<file path="config.mk">
export PLATFORM = sky130hd
export DESIGN_NAME = supply_guard
export DESIGN_NICKNAME = d
export VERILOG_FILES = /design/src/rtl/supply_guard_pkg.sv /design/src/rtl/sg_rst_sync.sv /design/src/rtl/sg_lowcount.sv /design/src/rtl/sg_rstlatch.sv /design/src/rtl/sg_csr.sv /design/src/rtl/supply_guard.sv
export SDC_FILE = /design/constraint.sdc
export NUM_CORES = 1
export LEC_CHECK = 0
export BUFFER_PORTS_ARGS = -buffer_cell sky130_fd_sc_hd__buf_2
export CORE_AREA = 2 2 39 41
export DETAILED_ROUTE_END_ITERATION = 10
export DIE_AREA = 0 0 41 43
export PLACE_DENSITY = 0.7
export SYNTH_ARGS = -nofsm -noshare
export SYNTH_HDL_FRONTEND = slang
export SYNTH_HIERARCHICAL = 1
export SYNTH_SLANG_ARGS = --single-unit
</file>
<file path="constraint.sdc">
create_clock -name clk -period 1.1 [get_ports clk]
set_input_delay 0.055 -clock clk [delete_from_list [all_inputs] [get_ports clk]]
set_output_delay 0.055 -clock clk [all_outputs]
set_load 0.02 [all_outputs]
</file>
<file path="src/rtl/supply_guard_pkg.sv">
package supply_guard_pkg;

  typedef enum logic [0:0] {
    SG_CLEAR = 1'b0,
    SG_HELD  = 1'b1
  } sg_req_state_e;

  typedef struct packed {
    logic low_flag;
    logic thr_sel;
  } sg_csr_t;

endpackage

</file>
<file path="src/rtl/sg_rst_sync.sv">
module sg_rst_sync #(
  parameter int unsigned STAGES = 2
) (
  input  logic clk,
  input  logic arst_n,
  output logic srst_n
);
  logic [STAGES-1:0] chain_q;
  logic [STAGES-1:0] chain_d;

  generate
    if (STAGES == 1) begin : g_single
      assign chain_d = 1'b1;
    end else begin : g_multi
      assign chain_d = {chain_q[STAGES-2:0], 1'b1};
    end
  endgenerate

  always_ff @(posedge clk or negedge arst_n) begin
    if (!arst_n) chain_q <= '0;
    else         chain_q <= chain_d;
  end

  assign srst_n = chain_q[STAGES-1];
endmodule

</file>
<file path="src/rtl/sg_lowcount.sv">
module sg_lowcount #(
  parameter int unsigned FILT_CYCLES = 9,
  localparam int unsigned CNT_W = $clog2(FILT_CYCLES + 1)
) (
  input  logic clk,
  input  logic rst_n,
  input  logic run_en,
  input  logic low_i,
  input  logic restart_i,
  output logic full_o
);
  localparam logic [CNT_W-1:0] LIMIT    = CNT_W'(FILT_CYCLES);
  localparam logic [CNT_W-1:0] LIMIT_M1 = CNT_W'(FILT_CYCLES - 1);

  logic [CNT_W-1:0] cnt_q;
  logic [CNT_W-1:0] cnt_d;
  logic             cnt_ce;
  logic             keep_run;

  assign keep_run = run_en && low_i && !restart_i;

  always_comb begin
    cnt_d = cnt_q;
    if (!keep_run)          cnt_d = '0;
    else if (cnt_q < LIMIT) cnt_d = cnt_q + 1'b1;
  end

  assign cnt_ce = (cnt_d != cnt_q);

  always_ff @(posedge clk or negedge rst_n) begin
    if (!rst_n)      cnt_q <= '0;
    else if (cnt_ce) cnt_q <= cnt_d;
  end

  // the current sample completes a run of FILT_CYCLES
  assign full_o = keep_run && (cnt_q >= LIMIT_M1);
endmodule

</file>
<file path="src/rtl/sg_rstlatch.sv">
module sg_rstlatch
  import supply_guard_pkg::*;
(
  input  logic clk,
  input  logic rst_n,
  input  logic allow_i,
  input  logic trip_i,
  input  logic release_i,
  output logic req_o
);
  sg_req_state_e st_q;
  sg_req_state_e st_d;
  logic          st_ce;

  always_comb begin
    st_d = st_q;
    if (!allow_i) begin
      st_d = SG_CLEAR;
    end else begin
      unique case (st_q)
        SG_CLEAR: if (trip_i && !release_i) st_d = SG_HELD;
        SG_HELD:  if (release_i)            st_d = SG_CLEAR;
        default:                            st_d = SG_CLEAR;
      endcase
    end
  end

  assign st_ce = (st_d != st_q);

  always_ff @(posedge clk or negedge rst_n) begin
    if (!rst_n)     st_q <= SG_CLEAR;
    else if (st_ce) st_q <= st_d;
  end

  assign req_o = (st_q == SG_HELD);
endmodule

</file>
<file path="src/rtl/sg_csr.sv">
module sg_csr
  import supply_guard_pkg::*;
#(
  parameter int unsigned REG_W    = 8,
  parameter int unsigned FLAG_POS = 7,
  parameter int unsigned SEL_POS  = 5
) (
  input  logic             clk,
  input  logic             rst_n,
  input  logic             wr_i,
  input  logic [REG_W-1:0] wdata_i,
  input  logic             en_i,
  input  logic             low_i,
  output logic [REG_W-1:0] rdata_o,
  output logic             sel_o,
  output logic             sel_change_o
);
  sg_csr_t csr_q;
  sg_csr_t csr_d;
  logic    flag_ce;
  logic    sel_ce;
  logic    sel_new;

  assign sel_new      = wdata_i[SEL_POS];
  assign sel_change_o = wr_i && (sel_new != csr_q.thr_sel);

  always_comb begin
    csr_d          = csr_q;
    csr_d.low_flag = en_i && low_i;
    if (wr_i) csr_d.thr_sel = sel_new;
  end

  assign flag_ce = (csr_d.low_flag != csr_q.low_flag);
  assign sel_ce  = wr_i;

  always_ff @(posedge clk or negedge rst_n) begin
    if (!rst_n)       csr_q.low_flag <= 1'b0;
    else if (flag_ce) csr_q.low_flag <= csr_d.low_flag;
  end

  always_ff @(posedge clk or negedge rst_n) begin
    if (!rst_n)      csr_q.thr_sel <= 1'b0;
    else if (sel_ce) csr_q.thr_sel <= csr_d.thr_sel;
  end

  always_comb begin
    for (int i = 0; i < int'(REG_W); i++) begin
      if (i == int'(FLAG_POS))     rdata_o[i] = csr_q.low_flag;
      else if (i == int'(SEL_POS)) rdata_o[i] = csr_q.thr_sel;
      else                         rdata_o[i] = 1'b0;
    end
  end

  assign sel_o = csr_q.thr_sel;
endmodule

</file>
<file path="src/rtl/supply_guard.sv">
module supply_guard #(
  parameter int unsigned REG_W       = 8,
  parameter int unsigned FILT_CYCLES = 9,
  parameter int unsigned FLAG_POS    = 7,
  parameter int unsigned SEL_POS     = 5,
  parameter int unsigned SYNC_STAGES = 2
) (
  input  logic             clk,
  input  logic             rst_n,
  input  logic             cfg_enable,
  input  logic             cfg_rst_en,
  input  logic             below_trip,
  input  logic             above_hyst,
  input  logic             bus_sel,
  input  logic             bus_wr,
  input  logic [REG_W-1:0] bus_wdata,
  output logic [REG_W-1:0] bus_rdata,
  output logic             thr_sel,
  output logic             rst_req
);
  logic rst_sync_n;
  logic bus_write;
  logic sel_change;
  logic run_full;
  logic req_allow;

  assign bus_write = bus_sel && bus_wr;
  assign req_allow = cfg_enable && cfg_rst_en;

  sg_rst_sync #(
    .STAGES(SYNC_STAGES)
  ) u_rst_sync (
    .clk   (clk),
    .arst_n(rst_n),
    .srst_n(rst_sync_n)
  );

  sg_csr #(
    .REG_W   (REG_W),
    .FLAG_POS(FLAG_POS),
    .SEL_POS (SEL_POS)
  ) u_csr (
    .clk         (clk),
    .rst_n       (rst_sync_n),
    .wr_i        (bus_write),
    .wdata_i     (bus_wdata),
    .en_i        (cfg_enable),
    .low_i       (below_trip),
    .rdata_o     (bus_rdata),
    .sel_o       (thr_sel),
    .sel_change_o(sel_change)
  );

  sg_lowcount #(
    .FILT_CYCLES(FILT_CYCLES)
  ) u_lowcount (
    .clk      (clk),
    .rst_n    (rst_sync_n),
    .run_en   (cfg_enable),
    .low_i    (below_trip),
    .restart_i(sel_change),
    .full_o   (run_full)
  );

  sg_rstlatch u_rstlatch (
    .clk      (clk),
    .rst_n    (rst_sync_n),
    .allow_i  (req_allow),
    .trip_i   (run_full),
    .release_i(above_hyst),
    .req_o    (rst_req)
  );
endmodule

</file>
==> metrics.yaml, run 1 <==
grt.busiest_layer: "met2"
grt_overflow: 0
vdd_drop_max_uv: 568
rsz0062_at_grt: "yes"
n_antenna_cell: 0
synth-async-reset-ratio_pct: 100
drive_gt1_share_pct: 45.6
path_class: "reg -> reg"
cts_sinks: 9
post_dp_cell_area_um2: 606
cts_buffers: 3
io_buffer_count: 12
vias: 364
maxCapViolCount: 0
place.gp.congestion: 0.790
slowest_stage: "dfrtp_2"
clockBufferDepth: 2
initial_utilization_pct: 36.7
cpPeakStageDelay_ns: 0.40
use_met3_pct: 3.14
syn_area_um2: 508
clkTransAtPathRegs_ns: 0.06
dieArea_um2: 1760
report.final.slew_viol_count: 0
final_cell_mix: "buf_2, dfrtp_1, conb_1"
yosysTopAreaCell: "dfrtp_1"
final_common_cell: "buf_2"
synth-edff-count: 0
grt_pass1_vias: 383
vias_per_cell: 4.33
ant_nets: 0
dp_hpwl_um: 617
critPathBufInv: 0
drc_errors: 0
use_met2_pct: 17.5
nFillCells: 130
final_cell_area_um2: 662
finalCritPeriodShare_pct: 111
synth_cells: 46
p_per_area_nw_per_um2: 1140
grt_pass1_wl_mm: 1.44
finalPower_mw: 0.754
synth_top_area_share_pct: 44.3
fp.dieH_um: 43
grt_usage_pct: 12.3
skew_ns: 0.00201
cts_tree: "built"
violations: "setup timing"
crit_chain: "xor2_1, and2_1, nand3b_4, a31o_1, a21oi_2"
instances_no_fill: 84
p_leak_nw: 0.324
wire_per_inst_um: 8.81
die_w_um: 41
outcome: "complete, but fails checks"
period_minus_slack_ns: 1.22
finalSetupViolCount: 4
ys_types: 20
drtIter0Drc: 1
h-tree-depth: 1
fp.coreArea_um2: 1380
fmax_mhz: 816
end_kind: "register"
nets: 88
netlist_top_cells_area: "dfrtp_1, buf_4, ha_1"
worst_slack_ns: -0.125
syn_area_per_cell_um2: 11.0
crit_family: "flip-flops"
fp-row-count: 14
min-delay-path-class: "in -> reg"
synthFlopType: "dfrtp_1"
final-hold-violation-count: 0
grt_use_met1_pct: 15.9
antenna_found_initial: 0
placedCellCount: 77
areaGrowthSynthToFinish_pct: 30.3
path_max_fanout: 5
cp-start-kind: "register"
grt_max_degree: 8
arrival_ns: 1.40
clkLatencyLatePin_ns: 0.25
root_buffer: "clkbuf_4"
ys_seq_area_share_pct: 44.3
ys_ff_latch: 9
ios: 26
required_ns: 1.28
dr.pass1.iters: 2
routed_wl_um: 740
synth.yosys.warnings: 6
==> power breakdown <==
group          internal (mW)  switching, mW  leakage, nW
clock                  0.139         0.0991       0.0150
combinational         0.0759         0.0822        0.194
sequential             0.347         0.0114        0.116
total                  0.561          0.193        0.324
==> path summary, 6_finish.rpt <==
path | startpoint | cells after the start | endpoint | slack, ns
hold reg to reg | u_rst_sync/chain_q[1] | 0 | u_csr/rdata_o[7] | 0.12
max in group asynchronous | u_rst_sync/chain_q[1] | 0 | u_csr/sel_o | 0.74
setup / recovery | u_csr/sel_o | 5 | u_lowcount/cnt_q[0] | -0.12
setup reg to reg | u_csr/sel_o | 5 | u_lowcount/cnt_q[0] | -0.12
min in group asynchronous | rst_n | 2 | u_rst_sync/chain_q[0] | 0.11
hold / removal | bus_wdata[5] | 2 | u_csr/sel_o | 0.07
==> layout make-up <==
cell class                      instances  area [um2]  area share [%]
Multi-Input combinational cell         32         253            38.2
Sequential cell                         9         226            34.2
Timing Repair Buffer                   20         125            18.9
Clock buffer                            4        26.3            3.97
Tap cell                               16        20.0            3.02
Inverter                                3        11.3            1.70
==> repair_timing <==
item / CTS / global route
resized for setup: 0 / 1
setup endpoints to repair: 4 / 5
hold endpoints to repair: 3 / 0
gates cloned: 0 / 0
buffers inserted: 1 / 0
hold buffers: 2 / 0
pin swaps: 2 / 1
==> flip-flops by register name (all words and copies together), names as in the netlist <==
signal and count:
u_rstlatch/req_o 1, u_csr/rdata_o 1, u_lowcount/cnt_q 4, u_rst_sync/chain_q 2, u_csr/sel_o 1
==> Yosys cell counts (2+ instances only) <==
cell     count
buf_4        7
inv_1        3
nand3_1      2
a21oi_1      2
conb_1       2
and2_1       4
nor2_1       2
a21oi_2      2
ha_1         3
dfrtp_1      9
==> logic make-up after synthesis <==
family	share of synthesized area, %
muxes	2.22
other	1.48
AOI/OAI and AO/OA	10.8
DFF	44.3
buffers and inverters	12.6
xor gates and xnor gates	1.72
and+or+nand+nor	19.5
adders and majority gates	7.39
==> layer usage <==
layer  vias up  share of wire, %
li1        180                 -
met2        11                45
met1       171                48
met5         -                 0
met3         2               5.0
met4         0               1.4
==> stage by stage <==
stage | util (%) | setup WS [ns] | hold WS (ns) | setup TNS, ns
finish | 47.8 | -0.125 | 0.0666 | -0.333
global route | 47.8 | -0.172 | 0.0654 | -0.610
CTS | 47.6 | -0.116 | 0.0608 | -0.285
detailed placement | 43.8 | -0.117 | -0.160 | -0.305
global placement | 43.8 | -0.0968 | -0.161 | -0.254
floorplan | - | -0.170 | -0.241 | -0.407
Power figures use the tool's default switching activity.
==> run 2: changes to the inputs <==
--- a/config.mk
+++ b/config.mk
@@ -9,6 +9,7 @@
 export CORE_AREA = 2 2 39 41
 export DETAILED_ROUTE_END_ITERATION = 10
 export DIE_AREA = 0 0 41 43
+export GPL_TIMING_DRIVEN = 0
 export PLACE_DENSITY = 0.7
 export SYNTH_ARGS = -nofsm -noshare
 export SYNTH_HDL_FRONTEND = slang
==> run 2 against run 1 <==
Against the previous run: the run still ends with setup timing left; non-clock buffer count increased by 6; wire length increased by 18%; via count grew 1.4%; sequential cell count unchanged; hold slack lost 0.00058 ns; register-to-register slack gained 0.02 ns; first-iteration DRC count up 100%; critical endpoint unchanged.
==> metrics.yaml, run 2 (synthesized netlist as in run 1, its figures left out) <==
outcome: "complete, but fails checks"
violations: "setup timing"
cts_sinks: 9  # unchanged
reg2regPathDepth: 5  # unchanged
skew_ns: 0.000396  # -0.00162 ns
vdd_drop_max_uv: 660  # +16%
post_dp_cell_area_um2: 621  # +2.5%
cts_tree: "built"
ios: 26  # unchanged
p_per_area_nw_per_um2: 1120  # -2.1%
routed_wl_um: 872  # +18%
antenna_found_initial: 0  # unchanged
maxCapViolCount: 0  # unchanged
fmax_mhz: 827  # +1.3%
initial_utilization_pct: 36.7  # unchanged
period_minus_slack_ns: 1.21  # -0.0157 ns
min_path_cells: 2  # unchanged
fin_hold_ws_ns: 0.0661  # -0.000577 ns
seqPwrFrac_pct: 44.4  # -3.1 points
worst_slack_ns: -0.109  # +0.0157 ns
dp_hpwl_um: 652  # +5.8%
io_buffer_count: 12  # unchanged
h-tree-depth: 1  # unchanged
p_leak_nw: 0.363  # +12%
netSwitchingFraction_pct: 25.6  # +0.076 points
fp.dieH_um: 43  # unchanged
vias_per_cell: 4.10  # -5.4%
largest_reg_flops: 4  # unchanged
dr.pass1.iters: 4  # +2
regMostFlops: "u_lowcount/cnt_q"
report.final.slew_viol_count: 0  # unchanged
grt_usage_pct: 12.4  # +0.10 points
grt_pass1_vias: 358  # -6.5%
power_frac_clock_pct: 30.0  # -1.5 points
required_ns: 1.28  # about the same
areaGrowthSynthToFinish_pct: 42.4
dieArea_um2: 1760  # unchanged
wire_per_inst_um: 9.69  # +10%
path_class: "reg -> reg"
drive_gt1_share_pct: 51.4  # +5.8 points
clockBufferDepth: 2  # unchanged
drc_errors: 0  # unchanged
grt_pass1_wl_mm: 1.44  # unchanged
min-delay-path-class: "in -> reg"
instances_no_fill: 90  # +7.1%
p_int_mw: 0.600  # +6.8%
drtIter0Drc: 2  # +1
place.gp.congestion: 0.690  # -13%
dpl_worst_slack_ns: -0.184  # -0.0675 ns
vias: 369  # +1.4%
cp-start-kind: "register"
fp.coreArea_um2: 1380  # unchanged
fp-row-count: 14  # unchanged
final-hold-violation-count: 0  # unchanged
die_w_um: 41  # unchanged
arrival_ns: 1.39  # about the same
top_regs: "u_lowcount/cnt_q (4), u_rst_sync/chain_q (2)"
end_kind: "register"
clkLatencyLatePin_ns: 0.25  # about the same
rsz0062_at_grt: "yes"
ant_nets: 0  # unchanged
finalPower_mw: 0.807  # +6.9%
finalCritPeriodShare_pct: 110  # -1.4 points
root_buffer: "clkbuf_4"
comb_power_share_pct: 25.6  # +4.6 points
grt_max_degree: 8  # unchanged
grt_overflow: 0  # unchanged
finalSetupViolCount: 5  # +1
final_cell_area_um2: 723  # +9.3%
n_antenna_cell: 0  # unchanged
nets: 94  # +6.8%
clkTransAtPathRegs_ns: 0.06  # about the same
cts_buffers: 3  # unchanged
p_sw_mw: 0.207  # +7.3%
placedCellCount: 79  # +2.6%
final_cell_mix: "buf_4, buf_2, dfrtp_1"
final_common_cell: "buf_4"
path_max_fanout: 5  # unchanged
run 2: changes by cell type in the layout (fill, tap and decap cells not counted), sizes merged:
cell  before  now
buf       18   24
run 2: metrics by stage:
stage	utilization (%)	setup TNS, ns
after floorplan	-	-0.407
after global placement	44.8	-0.447
after detailed placement	44.8	-0.544
after CTS	50.5	-0.414
after global routing	52.3	-0.683
final	52.3	-0.416
run 2: metal layers:
metal | GRT usage, % | vias up | part of all wire [%]
met3 | 2.62 | 2 | 6.1
met5 | 0 | - | 0
met2 | 20.3 | 11 | 55
li1 | - | 191 | -
met4 | 10.0 | 0 | 1.4
met1 | 12.5 | 165 | 37
run 2: path summary, 6_finish.rpt:
check	slack (ns)	from	to
min reg2reg	0.12	u_rst_sync/chain_q[1]	u_lowcount/cnt_q[1]
max	-0.11	u_csr/sel_o	u_lowcount/cnt_q[0]
min in group asynchronous	0.11	rst_n	u_rst_sync/chain_q[1]
min	0.07	below_trip	u_csr/rdata_o[7]
max in group asynchronous	0.74	u_rst_sync/chain_q[1]	u_csr/sel_o
max reg2reg	-0.11	u_csr/sel_o	u_lowcount/cnt_q[0]
run 2: worst max-delay path: stages (launching register included):
cell and delay, ns:
dfrtp_2 0.40, xor2_1 0.14, and2_1 0.13, nand3b_4 0.17, a31o_1 0.20, a21oi_2 0.10
run 2: layout make-up:
type | instances | area, um2
well taps | 16 | 20.0
plain buffers | 7 | 52.6
inverters | 3 | 11.3
fillers | 129 | 661
repair buffers | 19 | 134
multi-input cells | 32 | 253
flip-flops and latches | 9 | 226
clock buffers | 4 | 26.3
run 2: what timing repair did:
item	in CTS	in global routing
buffers inserted	4	1
hold endpoints to repair	3	0
hold buffers	2	0
endpoints found under the setup margin	4	5
gates cloned	0	0
pin swaps	2	1
gates resized for setup	2	5
run 2: power groups by stage:
stage	sequential (mW)	combinational, mW	clock (mW)
after global routing	0.360	0.223	0.269
after CTS	0.359	0.177	0.265
final	0.358	0.206	0.242
after detailed placement	0.371	0.148	0
after global placement	0.370	0.146	0
after floorplan	0.376	0.102	0
